File: src/rtl/succint_sequencer.sv
module succint_sequencer #(
  parameter int INT_CLKS  = 10000,
  parameter int ZERO_CLKS = 2000,
  parameter int REST_CLKS = 1000,
  parameter int DE_MAX    = 24000
) (
  input  logic       clk,
  input  logic       rst,
  input  logic       cmp_in,
  output logic [4:0] sw_en,
  output logic [2:0] ph_code,
  output logic       cnt_en,
  output logic       offset_pass,
  output logic       eoc,
  output logic       overrange
);

  localparam int M1 = (INT_CLKS > ZERO_CLKS) ? INT_CLKS : ZERO_CLKS;
  localparam int M2 = (REST_CLKS > DE_MAX) ? REST_CLKS : DE_MAX;
  localparam int MAXL = (M1 > M2) ? M1 : M2;
  localparam int CW = $clog2(MAXL + 1);

  localparam logic [2:0] P_ZERO  = 3'd0;
  localparam logic [2:0] P_INTEG = 3'd1;
  localparam logic [2:0] P_DE1   = 3'd2;
  localparam logic [2:0] P_REST1 = 3'd3;
  localparam logic [2:0] P_DE2   = 3'd4;
  localparam logic [2:0] P_REST2 = 3'd5;
  localparam logic [2:0] P_DE3   = 3'd6;

  logic [2:0]    ph_q, ph_d;
  logic [CW-1:0] cnt_q, lim;
  logic          off_q, s1, s2, ovr_acc, ovr_q, eoc_q;

  wire is_de   = (ph_q == P_DE1) | (ph_q == P_DE2) | (ph_q == P_DE3);
  wire is_rest = (ph_q == P_REST1) | (ph_q == P_REST2);
  wire at_lim  = (cnt_q == lim);
  wire timeout = is_de & at_lim & ~s2;
  wire done    = is_de ? (s2 | at_lim) : at_lim;
  wire last    = done & (ph_q == P_DE3) & off_q;

  always_comb begin
    case (ph_q)
      P_ZERO:  lim = CW'(ZERO_CLKS - 1);
      P_INTEG: lim = CW'(INT_CLKS - 1);
      P_REST1,
      P_REST2: lim = CW'(REST_CLKS - 1);
      default: lim = CW'(DE_MAX - 1);
    endcase
    ph_d = (ph_q == P_DE3) ? P_ZERO : ph_q + 3'd1;
  end

  always_ff @(posedge clk) begin
    if (rst) begin
      ph_q    <= P_ZERO;
      cnt_q   <= '0;
      off_q   <= 1'b0;
      s1      <= 1'b0;
      s2      <= 1'b0;
      ovr_acc <= 1'b0;
      ovr_q   <= 1'b0;
      eoc_q   <= 1'b0;
    end else begin
      s1    <= cmp_in;
      s2    <= s1;
      eoc_q <= last;
      if (done) begin
        ph_q  <= ph_d;
        cnt_q <= '0;
        if (ph_q == P_DE3) off_q <= ~off_q;
      end else begin
        cnt_q <= cnt_q + 1'b1;
      end
      if (last) begin
        ovr_q   <= ovr_acc | timeout;
        ovr_acc <= 1'b0;
      end else if (timeout) begin
        ovr_acc <= 1'b1;
      end
    end
  end

  assign sw_en = {is_rest, is_de, (ph_q == P_INTEG) & off_q,
                  (ph_q == P_INTEG) & ~off_q, ph_q == P_ZERO};
  assign ph_code     = ph_q;
  assign cnt_en      = is_de;
  assign offset_pass = off_q;
  assign eoc         = eoc_q;
  assign overrange   = ovr_q;

  a_r7_onehot_switch: assert property (@(posedge clk) disable iff (rst)
    $onehot(sw_en));

  a_r2_after_de1: assert property (@(posedge clk) disable iff (rst)
    (ph_code == P_DE1) |=> (ph_code == P_DE1 || ph_code == P_REST1));

  a_r2_after_de3: assert property (@(posedge clk) disable iff (rst)
    (ph_code == P_DE3) |=> (ph_code == P_DE3 || ph_code == P_ZERO));

  a_r2_after_rest2: assert property (@(posedge clk) disable iff (rst)
    (ph_code == P_REST2) |=> (ph_code == P_REST2 || ph_code == P_DE3));

  a_r6_pass_stable: assert property (@(posedge clk) disable iff (rst)
    (ph_code != P_DE3) |=> $stable(offset_pass));

  a_r5_de_bounded: assert property (@(posedge clk) disable iff (rst)
    cnt_en |-> (cnt_q < CW'(DE_MAX)));

  a_r9_eoc_place: assert property (@(posedge clk) disable iff (rst)
    eoc |-> (ph_code == P_ZERO && !offset_pass && cnt_q == '0));

  a_r9_eoc_pulse: assert property (@(posedge clk) disable iff (rst)
    eoc |=> !eoc);

  a_r10_ovr_hold: assert property (@(posedge clk) disable iff (rst)
    !eoc |-> $stable(overrange));

endmodule

File: config.mk
export PLATFORM = sky130hd
export DESIGN_NAME = succint_sequencer
export DESIGN_NICKNAME = d
export VERILOG_FILES = /design/src/rtl/succint_sequencer.sv
export SDC_FILE = /design/constraint.sdc
export NUM_CORES = 1
export LEC_CHECK = 0
export BUFFER_PORTS_ARGS = -buffer_cell sky130_fd_sc_hd__buf_2
export CORE_ASPECT_RATIO = 0.8
export CORE_MARGIN = 10
export CORE_UTILIZATION = 60
export DETAILED_ROUTE_END_ITERATION = 12
export PLACE_DENSITY = 0.81
export SYNTH_ARGS = -nofsm -noshare
export SYNTH_HDL_FRONTEND = slang
export SYNTH_SLANG_ARGS = --single-unit
File: constraint.sdc
create_clock -name clk -period 3 [get_ports clk]
set_input_delay 0.6 -clock clk [delete_from_list [all_inputs] [get_ports clk]]
set_output_delay 0.6 -clock clk [all_outputs]
set_load 0.01 [all_outputs]
After elaboration in Yosys (flattened, before gate mapping) --
Index checks and enable logic that the tools add are counted.
Word-level totals: bits in registers 24
Operators by class: add/sub/neg operators 2, eq/ne operators 7, multiplexer cells 3, bitwise operators 13, reduce and logical (&&, ||, !) cells 5
Operator list (number):
- one-hot mux 15 bit (3 select lines) | 1
- adder 15 x 1 -> 15 bit, second input constant | 1
- == test 15 bit | 1
- == test 3 bit, second input constant | 3
- bitwise AND 1 bit | 6
- == test 3 x 2 -> 1 bit, second input constant | 2
- OR reduction 2 bit | 3
- bitwise OR 1 bit | 5
- adder 3 x 1 -> 3 bit, second input constant | 1
- == test 3 x 1 -> 1 bit, second input constant | 1
- zero test 3 bit | 1
- two-way mux 3 bit | 1
- NOT 1 bit | 2
- AND reduction 2 bit | 1
- two-way mux 1 bit | 1

Logic depth before layout (Yosys ltp) --
depth after elaboration 9, depth in mapped cells 8

Worst setup path after synthesis --
Ideal clock, no wire load.
path kind flip-flop to flip-flop, start point register ph_q[2], in the netlist ph_code[2], end point register off_q, in the netlist offset_pass, library setup time 0.115 ns, data arrival time 1.885 ns, slack 1.000 ns, cell stages (with the launch flop) 7, path through dfxtp_1 clkbuf_8 o21ba_2 or3_2 a32o_2 and3_2 o21a_1
Between the ends: elaborated cells on any way between the ends 15
RTL lines:
- start, declared | line 31 | logic [2:0] ph_q, ph_d;
- start signal, assigned | line 68 | ph_q <= ph_d;
- == test 3 x 2 -> 1 bit or == test 3 bit (tied branches) | line 35 | wire is_de = (ph_q == P_DE1) | (ph_q == P_DE2) | (ph_q == P_DE3);
- bitwise OR 1 bit | line 35
- bitwise OR 1 bit * | line 35
- net cnt_en | line 12 | output logic cnt_en,
- two-way mux 1 bit * | line 39 | wire done = is_de ? (s2 | at_lim) : at_lim;
- AND reduction 2 bit (no source line) *
- end signal, assigned | line 70 | if (ph_q == P_DE3) off_q <= ~off_q;
- end, declared | line 33 | logic off_q, s1, s2, ovr_acc, ovr_q, eoc_q;
The timed path passes the listed nets; every way through them passes the cells marked *. A chain may end at the register's enable or synchronous reset.

Worst setup path after layout --
start point register ph_q[0], in the netlist ph_code[0], end point register ph_q[2], in the netlist ph_code[2]
Between the ends: cells in the longest elaborated chain, start to end 6, elaborated cells on any way between the ends 16
RTL lines:
- == test 3 x 2 -> 1 bit or == test 3 bit (tied branches) | line 43 | case (ph_q)
- OR reduction 2 bit | line 43
- one-hot mux 15 bit (3 select lines) | line 43
- == test 15 bit | line 37 | wire at_lim = (cnt_q == lim);
- bitwise OR 1 bit | line 39
- two-way mux 1 bit | line 39
Parallel ways exist; a longest one is shown, timed or not.

==> results.yml <==
sta:
  slew_headroom_pct: 61.3
  skew_ns: 0.00574
  hold_viol_final: 0
  rsz0062_at_grt: "no"
  max_freq_ghz: 0.434
  timing.final.max_slew_violations: 0
  period_minus_slack_ns: 2.31
  tightest_slew_ns: 0.573
  setup-violations-final: 0
  fin_crit_sh_pct: 76.9
  setup_tns_ns: 0
layout:
  layout.nets: 160
  n_antenna_cell: 0
  fin_cells: 179
  most-common-layout-cells: "dfxtp_1, nor2_1, buf_2"
  final_common_cell: "dfxtp_1"
  finalInstanceArea_um2: 1370
  syn2layout_area_growth_pct: 5.00
  finish.utilization_pct: 69.6
  nFillCells: 174
  final_layout_size_suffix_gt1_share_pct: 21.3
clocking:
  worstSkewPairLatency_ns: 0.32
  clockRootBuffer: "clkbuf_4"
  postCtsHoldBufs: 0
  clkSlewWorstSetupHoldPaths_ns: 0.14
  h-tree-depth: 1
  cts_tree: "yes"
  cts_sinks: 24
  numCtsBuffers: 3
  post_cts_resized: 0
  post_cts_buffers: 0
  clk_path_buf_depth: 2
die:
  fp.dieH_um: 61.6
  start_util_pct: 66.3
  die-area_um2: 4440
  num_rows: 14
  core_um2: 1960
  die_width_um: 72.0
  io_pins: 15
synth:
  synth_compound_area_share_pct: 13.3
  ys_top_cells_by_area: "dfxtp_1, nor2_1, xnor2_1"
  synth_edf_count: 0
  synth_cell_types: 43
  synth_top_family_by_area: "simple AND/OR/NAND/NOR gates"
  syn_inst: 145
  yosys.area_share.adder_pct: 0.962
  ys_async_sr_fraction_pct: 0
  syn_avg_cell_area_um2: 8.97
  yosys.area.top_type: "dfxtp_1"
  yosysTopAreaCellShare_pct: 37.0
  ys_ff_latch: 24
  yosysWarnings: 0
  synthFlopType: "dfxtp_1"
  ys_seq_area_share_pct: 37.0
  netlist_area_um2: 1300
  synth.area.mux_share_pct: 0
  synth_nets: 149
  synthSimpleGateAreaFrac_pct: 30.2
  synthXorXnorAreaFrac_pct: 10.1
global_route:
  grt_pass1_wl_um: 4350
  grt_pass1_vias: 958
  grt-ovfl-total: 0
  antenna_found_initial: 0
  grt_use_total_pct: 11.9
  grt_max_degree: 19
setup_path:
  end_kind: "register"
  path_class: "register to register"
  crit_arrival_ns: 2.58
  crit_required_ns: 3.27
  critPathLaunchType: "register"
  cp_max_fo: 18
  regToRegSetupSlack_ns: 0.69
power_and_ir_drop:
  p_total_mw: 0.592
  ir_drop_mv: 0.321
  p_leak_nw: 0.566
  p_per_area_nw_per_um2: 434
job:
  max-cap-violations: 0
routing:
  drc_errors: 0
  post_drt_wl_per_cell_um: 14.3
  vias: 1047
  via_per_inst: 5.85
  drt_iter0_markers: 87
  wirelength_um: 2560
  ant_nets: 0
  first_pass_iters: 4
hold_path:
  hold_class: "register to register"
place:
  gp_congestion: 0.826
  place_area_um2: 1310
  port_buffers: 14
  dp.cells: 175
  dp_hpwl_um: 1930
outcome:
  outcome: "completed"
cell usage after synthesis, types with 3 or more instances:
cell	instances
nand3_1	6
and3_2	3
nor2b_1	4
dfxtp_1	24
xor2_1	7
clkbuf_8	3
and2_2	3
nor2_1	23
and3_1	6
nand2_1	6
inv_1	6
xnor2_1	8
nor4b_1	3
a21oi_1	7
nor3_1	5
path summary, 6_finish.rpt:
check	start	to	cells after the start
hold / removal	s1	s2	1
hold reg to reg	s1	s2	1
setup / recovery	ph_code[0]	ph_code[2]	5
setup reg to reg	ph_code[0]	ph_code[2]	5
power breakdown:
group | switching [mW] | internal, mW
clock | 0.101 | 0.135
sequential | 0.00605 | 0.324
combinational | 0.0151 | 0.0105
total | 0.122 | 0.470
logic make-up after synthesis:
family,after synthesis
simple gates,70
buf+inv,14
compound gates,21
fa+ha+maj,1
xor+xnor,15
flops,24
registers in the layout, summed over array words and instances, names as in the netlist:
name         flops
cnt_q           15
eoc              1
offset_pass      1
overrange        1
ovr_acc          1
ph_code          3
s1               1
s2               1
area by class of cell:
type                    count  area [um2]  share of cell area [%]
multi-input cells         107         709                    52.0
flip-flops and latches     24         480                    35.2
repair buffers             14        70.1                    5.13
clock inverters             1        30.0                    2.20
well taps                  24        30.0                    2.20
clock buffers               3        22.5                    1.65
inverters                   6        22.5                    1.65
through the flow:
| stage | worst slack, ns | hold slack (ns) |
|---|---|---|
| floorplan | 1.00 | 0.414 |
| global placement | 0.859 | 0.418 |
| detailed placement | 0.757 | 0.441 |
| CTS | 0.719 | 0.464 |
| global route | 0.643 | 0.482 |
| finish | 0.694 | 0.463 |
critical path: stages, from the launching register on:
cell       delay, ns
dfxtp_1         0.67
o21ba_2         0.27
or3_2           0.50
and3_2          0.26
a2111oi_0       0.41
a211o_1         0.16
per-layer routing:
layer / up-vias / track usage [%] / routed length (um)
li1: 528 / - / -
met1: 488 / 15.7 / 1270
met2: 29 / 17.8 / 1120
met3: 2 / 4.82 / 161
met4: 0 / 2.48 / 12
met5: - / 0 / 0
No activity file was read; power rests on OpenSTA's default activity.
